==> src/rtl/tdm_slot_pkg.sv <==
package tdm_slot_pkg;
  localparam int SLOT_CTL    = 1;
  localparam int SLOT_BEARER = 2;
  localparam int ADDR_CTRL   = 3;
  localparam int ADDR_CBYTE  = 5;

  typedef struct packed {
    logic rx_b_sel;
    logic tx_b_sel;
    logic tx_path_en;
    logic ctl_en;
  } ctrl_t;
endpackage

==> src/rtl/tdm_slot_timer.sv <==
module tdm_slot_timer #(
  parameter int SLOT_W    = 8,
  parameter int NUM_SLOTS = 32,
  localparam int BIT_W    = $clog2(SLOT_W),
  localparam int CH_W     = $clog2(NUM_SLOTS)
) (
  input  logic             clk,
  input  logic             rst_n,
  input  logic             frame_sync,
  output logic             active,
  output logic [CH_W-1:0]  ch,
  output logic [BIT_W-1:0] bitn
);
  localparam int POS_W = BIT_W + CH_W;
  localparam logic [POS_W-1:0] POS_LAST = POS_W'(SLOT_W * NUM_SLOTS - 1);

  logic [POS_W-1:0] cnt_q, cnt_d, pos;
  logic             lock_q, lock_d;

  always_comb begin
    pos    = frame_sync ? '0 : cnt_q;
    active = frame_sync | lock_q;
    lock_d = active;
    cnt_d  = (pos == POS_LAST) ? '0 : pos + 1'b1;
  end

  always_ff @(posedge clk or negedge rst_n) begin
    if (!rst_n) begin
      cnt_q  <= '0;
      lock_q <= 1'b0;
    end else if (active) begin
      cnt_q  <= cnt_d;
      lock_q <= lock_d;
    end
  end

  assign ch   = pos[POS_W-1:BIT_W];
  assign bitn = pos[BIT_W-1:0];
endmodule

==> src/rtl/tdm_slot_regs.sv <==
module tdm_slot_regs
  import tdm_slot_pkg::*;
#(
  parameter int SLOT_W = 8,
  parameter int ADDR_W = 3
) (
  input  logic              clk,
  input  logic              rst_n,
  input  logic [ADDR_W-1:0] reg_addr,
  input  logic              reg_we,
  input  logic [SLOT_W-1:0] reg_wdata,
  input  logic [SLOT_W-1:0] ctl_rx,
  output ctrl_t             ctrl,
  output logic              srst,
  output logic [SLOT_W-1:0] ctl_tx,
  output logic [SLOT_W-1:0] reg_rdata
);
  localparam int CW = $bits(ctrl_t);

  ctrl_t             ctrl_q, ctrl_d;
  logic              srst_q, srst_d;
  logic [SLOT_W-1:0] ctl_tx_q, ctl_tx_d;
  logic              wr_ctrl, wr_cbyte;

  always_comb begin
    wr_ctrl  = reg_we && (reg_addr == ADDR_W'(ADDR_CTRL));
    wr_cbyte = reg_we && (reg_addr == ADDR_W'(ADDR_CBYTE));
    ctrl_d   = wr_ctrl ? ctrl_t'(reg_wdata[CW-1:0]) : ctrl_q;
    srst_d   = wr_ctrl & reg_wdata[SLOT_W-1];
    if (srst_q)        ctl_tx_d = '1;
    else if (wr_cbyte) ctl_tx_d = reg_wdata;
    else               ctl_tx_d = ctl_tx_q;
  end

  always_ff @(posedge clk or negedge rst_n) begin
    if (!rst_n) begin
      ctrl_q   <= '0;
      srst_q   <= 1'b0;
      ctl_tx_q <= '1;
    end else begin
      ctrl_q   <= ctrl_d;
      srst_q   <= srst_d;
      ctl_tx_q <= ctl_tx_d;
    end
  end

  always_comb begin
    reg_rdata = '0;
    if (reg_addr == ADDR_W'(ADDR_CTRL))
      reg_rdata = {srst_q, {(SLOT_W-CW-1){1'b0}}, ctrl_q};
    else if (reg_addr == ADDR_W'(ADDR_CBYTE))
      reg_rdata = ctl_rx;
  end

  assign ctrl   = ctrl_q;
  assign srst   = srst_q;
  assign ctl_tx = ctl_tx_q;
endmodule

==> src/rtl/tdm_slot_tx.sv <==
module tdm_slot_tx
  import tdm_slot_pkg::*;
#(
  parameter int SLOT_W    = 8,
  parameter int NUM_SLOTS = 32,
  localparam int BIT_W    = $clog2(SLOT_W),
  localparam int CH_W     = $clog2(NUM_SLOTS)
) (
  input  logic              active,
  input  logic [CH_W-1:0]   ch,
  input  logic [BIT_W-1:0]  bitn,
  input  ctrl_t             ctrl,
  input  logic [SLOT_W-1:0] ctl_tx,
  input  logic [SLOT_W-1:0] pcm_tx,
  output logic              tx_bit,
  output logic              tx_en
);
  localparam logic [BIT_W-1:0] MSB_IDX = BIT_W'(SLOT_W - 1);

  logic [BIT_W-1:0] idx;
  logic [CH_W-1:0]  b_slot;

  always_comb begin
    idx    = MSB_IDX - bitn;
    b_slot = CH_W'(SLOT_BEARER) + CH_W'(ctrl.tx_b_sel);
    tx_en  = 1'b0;
    tx_bit = 1'b0;
    if (active) begin
      if (ch == CH_W'(SLOT_CTL)) begin
        tx_en  = ctrl.ctl_en;
        tx_bit = ctrl.ctl_en & ctl_tx[idx];
      end else if (ctrl.tx_path_en && (ch == b_slot)) begin
        tx_en  = 1'b1;
        tx_bit = pcm_tx[idx];
      end
    end
  end
endmodule

==> src/rtl/tdm_slot_rx.sv <==
module tdm_slot_rx
  import tdm_slot_pkg::*;
#(
  parameter int SLOT_W    = 8,
  parameter int NUM_SLOTS = 32,
  localparam int BIT_W    = $clog2(SLOT_W),
  localparam int CH_W     = $clog2(NUM_SLOTS)
) (
  input  logic              clk,
  input  logic              rst_n,
  input  logic              active,
  input  logic [CH_W-1:0]   ch,
  input  logic [BIT_W-1:0]  bitn,
  input  logic              rx_bit,
  input  logic              rx_b_sel,
  output logic [SLOT_W-1:0] ctl_rx,
  output logic [SLOT_W-1:0] pcm_rx,
  output logic              pcm_rx_valid
);
  localparam logic [BIT_W-1:0] MSB_IDX = BIT_W'(SLOT_W - 1);

  logic [SLOT_W-1:0] sh_q, ctl_q, pcm_q, full;
  logic              valid_q, slot_end, ctl_hit, b_hit;

  always_comb begin
    full     = {sh_q[SLOT_W-2:0], rx_bit};
    slot_end = active && (bitn == MSB_IDX);
    ctl_hit  = slot_end && (ch == CH_W'(SLOT_CTL));
    b_hit    = slot_end && (ch == CH_W'(SLOT_BEARER) + CH_W'(rx_b_sel));
  end

  always_ff @(posedge clk or negedge rst_n) begin
    if (!rst_n) begin
      sh_q    <= '0;
      ctl_q   <= '0;
      pcm_q   <= '0;
      valid_q <= 1'b0;
    end else begin
      if (active)  sh_q  <= full;
      if (ctl_hit) ctl_q <= full;
      if (b_hit)   pcm_q <= full;
      valid_q <= b_hit;
    end
  end

  assign ctl_rx       = ctl_q;
  assign pcm_rx       = pcm_q;
  assign pcm_rx_valid = valid_q;
endmodule

==> src/rtl/tdm_slot_mux.sv <==
module tdm_slot_mux
  import tdm_slot_pkg::*;
#(
  parameter int SLOT_W      = 8,
  parameter int NUM_SLOTS   = 32,
  parameter int ADDR_W      = 3,
  parameter int SYNC_STAGES = 2
) (
  input  logic              clk,
  input  logic              rst_n,
  input  logic              frame_sync,
  input  logic              rx_bit,
  output logic              tx_bit,
  output logic              tx_en,
  input  logic [SLOT_W-1:0] pcm_tx,
  output logic [SLOT_W-1:0] pcm_rx,
  output logic              pcm_rx_valid,
  input  logic [ADDR_W-1:0] reg_addr,
  input  logic              reg_we,
  input  logic [SLOT_W-1:0] reg_wdata,
  output logic [SLOT_W-1:0] reg_rdata
);
  localparam int BIT_W = $clog2(SLOT_W);
  localparam int CH_W  = $clog2(NUM_SLOTS);

  logic [SYNC_STAGES-1:0] rst_pipe_q;
  logic                   rst_ni;

  always_ff @(posedge clk or negedge rst_n) begin
    if (!rst_n) rst_pipe_q <= '0;
    else        rst_pipe_q <= {rst_pipe_q[SYNC_STAGES-2:0], 1'b1};
  end
  assign rst_ni = rst_pipe_q[SYNC_STAGES-1];

  logic              active;
  logic [CH_W-1:0]   ch;
  logic [BIT_W-1:0]  bitn;
  ctrl_t             ctrl;
  logic              srst;
  logic [SLOT_W-1:0] ctl_tx, ctl_rx;

  tdm_slot_timer #(.SLOT_W(SLOT_W), .NUM_SLOTS(NUM_SLOTS)) u_timer (
    .clk(clk), .rst_n(rst_ni), .frame_sync(frame_sync),
    .active(active), .ch(ch), .bitn(bitn)
  );

  tdm_slot_regs #(.SLOT_W(SLOT_W), .ADDR_W(ADDR_W)) u_regs (
    .clk(clk), .rst_n(rst_ni), .reg_addr(reg_addr), .reg_we(reg_we),
    .reg_wdata(reg_wdata), .ctl_rx(ctl_rx), .ctrl(ctrl), .srst(srst),
    .ctl_tx(ctl_tx), .reg_rdata(reg_rdata)
  );

  tdm_slot_tx #(.SLOT_W(SLOT_W), .NUM_SLOTS(NUM_SLOTS)) u_tx (
    .active(active), .ch(ch), .bitn(bitn), .ctrl(ctrl), .ctl_tx(ctl_tx),
    .pcm_tx(pcm_tx), .tx_bit(tx_bit), .tx_en(tx_en)
  );

  tdm_slot_rx #(.SLOT_W(SLOT_W), .NUM_SLOTS(NUM_SLOTS)) u_rx (
    .clk(clk), .rst_n(rst_ni), .active(active), .ch(ch), .bitn(bitn),
    .rx_bit(rx_bit), .rx_b_sel(ctrl.rx_b_sel), .ctl_rx(ctl_rx),
    .pcm_rx(pcm_rx), .pcm_rx_valid(pcm_rx_valid)
  );
endmodule

==> config.mk <==
export PLATFORM = sky130hd
export DESIGN_NAME = tdm_slot_mux
export DESIGN_NICKNAME = d
export VERILOG_FILES = /design/src/rtl/tdm_slot_pkg.sv /design/src/rtl/tdm_slot_timer.sv /design/src/rtl/tdm_slot_regs.sv /design/src/rtl/tdm_slot_tx.sv /design/src/rtl/tdm_slot_rx.sv /design/src/rtl/tdm_slot_mux.sv
export SDC_FILE = /design/constraint.sdc
export NUM_CORES = 1
export LEC_CHECK = 0
export ABC_AREA = 0
export BUFFER_PORTS_ARGS = -buffer_cell sky130_fd_sc_hd__buf_2
export CAP_MARGIN = 30
export CORE_MARGIN = 3
export CORE_UTILIZATION = 40
export CTS_CLUSTER_DIAMETER = 30
export CTS_CLUSTER_SIZE = 20
export DETAILED_ROUTE_END_ITERATION = 10
export GPL_TIMING_DRIVEN = 0
export PLACE_DENSITY_LB_ADDON = 0.12
export RECOVER_POWER = 50
export SKIP_LAST_GASP = 1
export SLEW_MARGIN = 10
export SYNTH_ARGS = -nofsm -noshare
export SYNTH_HDL_FRONTEND = slang
export SYNTH_SLANG_ARGS = --single-unit
export TNS_END_PERCENT = 1
==> constraint.sdc <==
create_clock -name clk -period 1.9 [get_ports clk]
set_clock_uncertainty 0.15 [all_clocks]
set_input_delay 0.38 -clock clk [delete_from_list [all_inputs] [get_ports clk]]
set_output_delay 0.38 -clock clk [all_outputs]
set_load 0.005 [all_outputs]
Word-level counts from Yosys, hierarchy flattened:

Cells that the tools add are included.

* magnitude comparators: 1
* add/subtract/negate cells: 4
* reduce and logical (&&, ||, !) cells: 7
* muxes and demuxes: 16
* eq/ne operators: 7
* bitwise logic cells: 3

Operators by type and width (number)
* $mux W8: 6
* $eq A5 B5 Y1: 2
* $add A8 B1 Y8 const B: 1
* $eq A8 B8 Y1 const B: 1
* $mux W1: 8
* $add A2 B1 Y3 const A: 2
* $bmux W1 S3: 2
* $eq A3 B3 Y1 const B: 2
* $logic_and A1 B1 Y1: 6
* $eq A5 B1 Y1 const B: 1
* $lt A3 B4 Y1 const B: 1
* $eq A3 B2 Y1 const B: 1
* $sub A3 B3 Y3 const A: 1
* $and A1 B1 Y1: 2
* $reduce_bool A2 Y1: 1
* $or A1 B1 Y1: 1

* output and inout bits: 19
* bits of input ports: 24
* word-level logic and storage cells: 51
* bits in registers: 48

Longest topological paths before layout:

Gate-level depths: netlist of run 1.

* depth in word-level cells: 7
* mapped depth: 8
* depth with buffers taken out: 7

Modules after synthesis:

A second synthesis of run 1 with hierarchy kept.

* cells, all modules: 203
* area, all modules: 2461.1 um^2

By module, submodules not included
* tdm_slot_rx: instances 1, area each 982.2 um^2, cells each 55
* tdm_slot_regs: instances 1, area each 714.4 um^2, cells each 69
* tdm_slot_timer: instances 1, area each 515.5 um^2, cells each 54
* tdm_slot_tx: instances 1, area each 195.2 um^2, cells each 22
* tdm_slot_mux: instances 1, area each 53.8 um^2, cells each 3

Worst setup path before layout of run 1:

No wires, ideal clock.

* path type: input port to flip-flop
* start: input frame_sync
* end: register u_rx.pcm_q[0] (netlist: u_rx.pcm_rx[0])
* setup slack: -0.233 ns
* arrival: 1.858 ns
* required time: 1.625 ns
* stages: 8
* path through: buf_6 -> clkbuf_1 -> nor2b_1 -> ha_1 -> ha_1 -> and3_1 -> buf_6 -> mux2_2

* longest elaborated chain between the ends: 4
* elaborated cells on any way between the ends: 6
* those cells by class: 2 x eq/ne; 1 x mux; 1 x bitwise; 2 x reduce/logical

Ends and longest elaborated chain
* start, declared: RTL line tdm_slot_mux.sv:11 `input logic frame_sync,`
* $mux W8: RTL line tdm_slot_timer.sv:21 `pos = frame_sync ? '0 : cnt_q;`
* $eq A3 B3 Y1: RTL line tdm_slot_rx.sv:27 `slot_end = active && (bitn == MSB_IDX);`
* $logic_and A1 B1 Y1: RTL line tdm_slot_rx.sv:27
* $logic_and A1 B1 Y1 *: RTL line tdm_slot_rx.sv:29 `b_hit = slot_end && (ch == CH_W'(SLOT_BEARER) + CH_W'(rx_b_sel));`
* named net u_rx.b_hit: RTL line tdm_slot_rx.sv:23 `logic valid_q, slot_end, ctl_hit, b_hit;`
* end signal, assigned: RTL line tdm_slot_rx.sv:41 `if (b_hit) pcm_q <= full;`
* end, declared: RTL line tdm_slot_rx.sv:22 `logic [SLOT_W-1:0] sh_q, ctl_q, pcm_q, full;`

Mark *: on every way through the listed nets, which the timed path passes. The rest lies on a longest branch.
A chain may end at the register's enable or synchronous reset.

Worst setup path in the final report of run 1:

* start: register u_timer.cnt_q[5]
* end: output tx_bit

* longest elaborated chain between the ends: 6
* elaborated cells on any way between the ends: 7
* those cells by class: 2 x eq/ne; 4 x mux; 1 x reduce/logical

Ends and longest elaborated chain
* start, declared: RTL line tdm_slot_timer.sv:17 `logic [POS_W-1:0] cnt_q, cnt_d, pos;`
* start signal, assigned: RTL line tdm_slot_timer.sv:32 `cnt_q <= cnt_d;`
* $mux W8 *: RTL line tdm_slot_timer.sv:21
* $eq A5 B5 Y1: RTL line tdm_slot_tx.sv:32 `end else if (ctrl.tx_path_en && (ch == b_slot)) begin`
* $logic_and A1 B1 Y1: RTL line tdm_slot_tx.sv:32
* $mux W1: RTL line tdm_slot_tx.sv:32
* $mux W1 *: RTL line tdm_slot_tx.sv:29 `if (ch == CH_W'(SLOT_CTL)) begin`
* $mux W1 *: RTL line tdm_slot_tx.sv:28 `if (active) begin`
* end, declared: RTL line tdm_slot_mux.sv:13 `output logic tx_bit,`

Every way passes the cells marked *; elsewhere a longest branch is shown, timed or not.

==> results of run 1 <==
[registers in the layout, indices dropped and copies added (netlist names)]
register	cells
u_regs.ctl_tx	8
u_rx.ctl_rx	8
u_rx.pcm_rx	8
u_timer.cnt_q	8
u_rx.sh_q	7
u_regs.ctrl	4
rst_pipe_q	2
u_regs.srst	1
u_rx.pcm_rx_valid	1
u_timer.lock_q	1
[per-stage QoR]
step / worst slack, ps / std cells / hold slack [ps] / TNS (ps) / power [uW]
2_1_floorplan: -52.2 / 205 / -65.6 / -635 / 1380
3_3_place_gp: -272 / 318 / 15.6 / -13890 / 1470
3_5_place_dp: -246 / 319 / 19.6 / -3580 / 1480
4_1_cts: -578 / 332 / 134 / -5100 / 2220
5_1_grt: -661 / 333 / 152 / -9240 / 2310
6_report: -536 / 333 / 150 / -4720 / 2190
[cell usage after synthesis, types with 5 or more instances]
master and n:
a21oi_1 7, a22oi_1 5, dfrtp_1 40, nand2_1 23, nor2_1 8, o21ai_0 6, inv_1 5, nand3_1 6
nor2b_1 10, mux2_2 29, nand3b_1 8, dfstp_2 8
[kinds of logic after synthesis]
group | synth area share, %
muxes | 15.4
adders and majority gates | 1.07
buffers and inverters | 3.37
and+or+nand+nor | 18.8
DFF | 51.8
AOI/OAI and AO/OA | 7.92
xor gates and xnor gates | 1.50
other | 0.160
[worst max-delay path by stage]
stage | start | endpoint | slack (ps) | cells past startpoint
final | u_timer.cnt_q[5]$_DFFE_PN0P_ | tx_bit | -540 | 6
after global routing | u_timer.cnt_q[5]$_DFFE_PN0P_ | tx_bit | -660 | 6
after CTS | u_timer.cnt_q[7]$_DFFE_PN0P_ | tx_bit | -580 | 6
after detailed placement | u_timer.cnt_q[5]$_DFFE_PN0P_ | tx_bit | -250 | 6
after global placement | rst_pipe_q[1]$_DFF_PN0_ | u_rx.pcm_rx[7]$_DFFE_PN0P_ | -270 | 0
after floorplan | u_timer.cnt_q[5]$_DFFE_PN0P_ | tx_bit | -50 | 5
[power groups by stage]
stage,clock (uW),sequential (uW),combinational [uW]
2_1_floorplan,0,1190,183
3_3_place_gp,0,1220,243
3_5_place_dp,0,1220,261
4_1_cts,758,1200,265
5_1_grt,802,1210,295
6_report,731,1200,261
[timing repair]
item                                    CTS  global route
gates resized for setup                   0             6
pin swaps                                 2             7
hold endpoints to repair                  2             0
endpoints found under the setup margin   23            25
buffers inserted                          4             1
hold buffers                              1             0
[placed cells by master (no fill, tap or decap), types with 2 or more instances in the layout]
master,count
buf_2,41
dfrtp_1,40
mux2_2,29
nand2_1,22
nor2b_1,8
nor2_1,8
nand3b_1,8
dfstp_2,8
clkbuf_8,6
o21ai_0,6
a22oi_1,5
inv_1,5
a21oi_1,5
nand3_1,5
clkbuf_1,5
buf_4,5
and2_1,4
buf_6,3
nand2b_1,3
and3_1,3
nand4_1,3
xnor2_1,2
a21oi_2,2
and4_1,2
o32ai_1,2
xor2_1,2
[metal layers]
metal	wire, um	vias to the layer above	GRT usage (%)
met5	0	-	0
met1	2410	793	22.3
met3	309	7	5.10
met2	2220	40	24.4
met4	63	0	4.98
li1	-	828	-
[layout make-up]
type	instances	share of cell area [%]
well taps	72	3.17
clock buffers	7	2.68
inverters	6	0.792
clock inverters	1	1.06
repair buffers	48	8.97
flip-flops and latches	48	42.6
plain buffers	8	2.42
multi-input cells	143	38.3
[critical path, stage by stage, from the launching register on]
cell and delay (ps):
dfrtp_1 400, or3_4 430, nor3_4 240, buf_4 160, nand4_1 70, and4_1 180, buf_2 120
==> metrics, run 1 <==
Crit Reg-Reg Startpoint=u_timer.cnt_q[5]$_DFFE_PN0P_; Hold Path Origin=reg_wdata[6]; Final Hold Vio Count=0; Vias=1668; Sink Count=48; clk_lat worst skew=around 300 ps; Initial Util=41.9%; CTS clock-pin slew for the worst setup and hold paths=roughly 90 ps; initial antenna violation count=0; syn_nets=about 230; Initial DRC Count=54; Yosys warnings=0; P_leak=about 0.0013 uW; Highest Clock Rate=about 410 MHz; CP endpoint kind=output port; IO Pins=43; switching pwr=~530 uW; prevailing post-synth register cell=dfrtp_1; DRC viols=0; final WL=between 5000 and 6000 um; arrival time worst endpoint=about 1900 ps; part of the cycle the worst path needs=128%; layout cell share with drive strength beyond 1=about two fifths; area of the multi-input gates=1090 um2; crit start category=register; RSZ-0062 raised after global routing=true; Final Critical Period=about 2400 ps; GP Congestion=0.785; Total GRT Usage=about 16%; register area=approximately 1200 um2; # setup viols final=23; post-synthesis sequential area ratio=roughly 52%; Hold Crit Depth=3; largest net degree at the start of global routing=25; Root Buffer=clkbuf_8; worst path required time=around 1400 ps; Synth cell types=43; DR WL/cell=approximately 15 um; Synth Instances=around 200; Crit Path Category=register to output port; max-slew violations=0; Final Util=around half; DR vias/cell=5.01; switching share of total power=about 24%; mean post-synth cell area=roughly 11 um2; sequential share of power=approximately 55%; VDD IR-drop max=between 300 and 400 uV; Area growth syn-to-layout=21.7%; post-synth top area share=42.8%; Register-to-Register Path Depth=6; Hold Path End=u_regs.ctl_tx[6]$_DFFE_PN1P_; max-cap viol count=0; Die W=between 80 and 90 um; Mapped Area=about 2300 um2; HPWL after DPL=3650 um; total grt overflow=0; flops & latches, synth=48; fin nets=286; Detail Route Antenna Nets=0; PortBufs=41; reg2reg end=u_rx.ctl_rx[5]$_DFFE_PN0P_; Core Area=about 5600 um2; top cells by area, synth=dfrtp_1 43%, mux2_2 14%, dfstp_2 9.0%, nand2_1 3.7%, nor2b_1 2.7%; vias in the first global route=1700; Max H-tree Level=2; PwrDens=slightly below 800 nW/um2; Async SR Flop Fraction=100%; Final WS setup=-536 ps; first-pass GRT wire length=about 8300 um; status=finished, violations left; internal power=approximately 1700 uW; area leader, netlist=dfrtp_1; number of synthesized flops with an enable pin=0; slew margin rel.=between 30% and 40%; Inserted Diodes=0; reg-to-reg setup timing slack=-240 ps; std cell rows=27; clk buf depth=2; post-route cell area=approximately 2800 um2; share of total power in the clock network=between 30% and 40%; first-pass detailed-route iteration total=4; failing checks=negative setup slack; fillcell total=525; DIE HEIGHT=between 80 and 90 um; CP max FO=5; HP Class=primary input to register; Die ar.=6800 um2; Comb pwr share=about an eighth; CTS tree=yes; Worst-Margin Slew=around 950 ps; DP Area=approximately 2700 um2; cts bufs inserted=5
Power figures use the tool's default switching activity.
==> run 2: changes to the inputs <==
- SETUP_SLACK_MARGIN: unset -> 0.5
- SKIP_CTS_REPAIR_TIMING: unset -> 1
==> metrics, run 2 (same netlist as run 1, synthesis figures left out) <==
met2 Track Usage GR=24.2% (was 24.4%); initial antenna violation count=0 (unchanged); Inserted Diodes=0 (unchanged); Comb pwr share=11.8% (was 11.9%); sequential share of power=54.8% (was 54.7%); slew margin rel.=37.0% (was 36.8%); DIE HEIGHT=82.4 um (unchanged); Core Area=5570 um2 (unchanged); std cell rows=27 (unchanged); Max H-tree Level=2 (unchanged); switching pwr=532 uW (was 534 uW); most frequent cells in the layout=41 x buf_2, 40 x dfrtp_1, 29 x mux2_2 (unchanged); status=finished, violations left (unchanged); Hold Crit Depth=3 (unchanged); final WL=5020 um (was 5010 um); Crit Reg-Reg Startpoint=u_timer.cnt_q[5]$_DFFE_PN0P_ (unchanged); Area growth syn-to-layout=21.7% (about the same); Die ar.=6800 um2 (unchanged); PortBufs=41 (unchanged); M1 GR Usage=22.2% (was 22.3%); DR WL/cell=15.0 um (about the same); crit start category=register (unchanged); internal power=1660 uW (about the same); DRC viols=0 (unchanged); Hold Path End=u_regs.ctl_tx[6]$_DFFE_PN1P_ (unchanged); arrival time worst endpoint=1960 ps (was 1910 ps); fin nets=287 (was 286); # setup viols final=23 (unchanged); Initial DRC Count=55 (was 54); Worst-Margin Slew=945 ps (was 948 ps); HPWL after DPL=3650 um (unchanged); Final WS setup=-589 ps (was -536 ps); Final Critical Period=2490 ps (was 2440 ps); reg2reg end=u_rx.ctl_rx[5]$_DFFE_PN0P_ (unchanged); largest net degree at the start of global routing=25 (unchanged); max-cap viol count=0 (unchanged); CP max FO=5 (unchanged); Register-to-Register Path Depth=6 (unchanged); Die W=82.4 um (unchanged); clk buf depth=2 (unchanged); max-slew violations=0 (unchanged); pre-CTS setup slack=-246 ps (unchanged); Setup TNS=-5390 ps (was -4720 ps); first-pass GRT wire length=8270 um (was 8320 um); failing checks=negative setup slack (unchanged); Crit Path Category=register to output port (unchanged); Total GRT Usage=16.1% (was 16.2%); total grt overflow=0 (unchanged); gr busiest metal=met2 (unchanged); most common cell after layout, fill and taps aside=buf_2 (unchanged); Initial Util=41.9% (unchanged); Final Hold Vio Count=0 (unchanged); vias in the first global route=1677 (was 1700); GRT met3 Usage=5.10% (unchanged); clk_lat worst skew=300 ps (about the same); IO Pins=43 (unchanged); Vias=1666 (was 1668); Highest Clock Rate=402 MHz (was 410 MHz); reg-to-reg setup timing slack=-320 ps (was -240 ps); part of the cycle the worst path needs=131% (was 128%); Pwr Total=2190 uW (about the same); CP endpoint kind=output port (unchanged); Final Util=51.0% (about the same); RSZ-0062 raised after global routing=true (unchanged); switching share of total power=24.3% (about the same); Sink Count=48 (unchanged); DR vias/cell=4.99 (was 5.01); Hold Path Origin=reg_wdata[6] (unchanged); P_leak=0.00135 uW (was 0.00134 uW); PwrDens=770 nW/um2 (about the same); CTS clock-pin slew for the worst setup and hold paths=90 ps (about the same); VDD IR-drop max=373 uV (about the same); share of total power in the clock network=33.4% (about the same); Detail Route Antenna Nets=0 (unchanged); GP Congestion=0.785 (unchanged); HP Class=primary input to register (unchanged); cts bufs inserted=5 (unchanged); layout cell share with drive strength beyond 1=41.2% (was 41.4%); CTS tree=yes (unchanged); worst path required time=1370 ps (about the same); first-pass detailed-route iteration total=4 (unchanged); Root Buffer=clkbuf_8 (unchanged)
run 2: changes by cell type in the layout (fill, tap and decap cells not counted):
cell | previous run | this run
nor3b_4 | 1 | 0
nor2b_2 | 1 | 0
buf_4 | 5 | 6
nor3b_2 | 0 | 1
nor2b_1 | 8 | 9
run 2: layout make-up:
cell class | count | area (um2)
sequential | 48 | 1210
fill | 523 | 2730
timing repair buffer | 49 | 263
buffer | 8 | 68.8
inverter | 6 | 22.5
tap | 72 | 90.1
multi-input combinational | 143 | 1080
clock inverter | 1 | 30.0
clock buffer | 7 | 76.3
run 2: per-layer routing:
metal / part of all wire, % / wire [um] / vias to the layer above
met5: 0 / 0 / -
met4: 1.3 / 64 / 0
met3: 6.1 / 304 / 7
met2: 44 / 2220 / 39
met1: 48 / 2430 / 787
li1: - / - / 833
run 2: worst max-delay path, stage by stage, from the launching register on:
cell     delay, ps
dfrtp_1        410
or3_4          430
nor3_4         300
nand2_2        100
a21oi_2        140
and4_1         180
buf_2          110
run 2: stage by stage:
stage                     cells  hold WS [ps]  instance area, um2
final                       334           149                2840
after floorplan             205         -65.6                2370
after detailed placement    319          19.6                2700
after global routing        334           152                2840
after global placement      318          15.6                2670
after CTS                   327          -317                2800
run 2: worst max path at each step:
| stage | slack (ps) | start | depth (start not counted) | end |
|---|---|---|---|---|
| floorplan | -50 | u_timer.cnt_q[5]$_DFFE_PN0P_ | 5 | tx_bit |
| global placement | -270 | rst_pipe_q[1]$_DFF_PN0_ | 0 | u_rx.pcm_rx[7]$_DFFE_PN0P_ |
| detailed placement | -250 | u_timer.cnt_q[5]$_DFFE_PN0P_ | 6 | tx_bit |
| CTS | -590 | u_timer.cnt_q[5]$_DFFE_PN0P_ | 6 | tx_bit |
| global route | -690 | u_timer.cnt_q[5]$_DFFE_PN0P_ | 6 | tx_bit |
| finish | -590 | u_timer.cnt_q[5]$_DFFE_PN0P_ | 6 | tx_bit |
run 2: power by group through the flow:
stage,logic (uW),clock network (uW),registers [uW]
2_1_floorplan,183,0,1190
3_3_place_gp,243,0,1220
3_5_place_dp,261,0,1220
4_1_cts,262,758,1200
5_1_grt,293,802,1210
6_report,259,731,1200
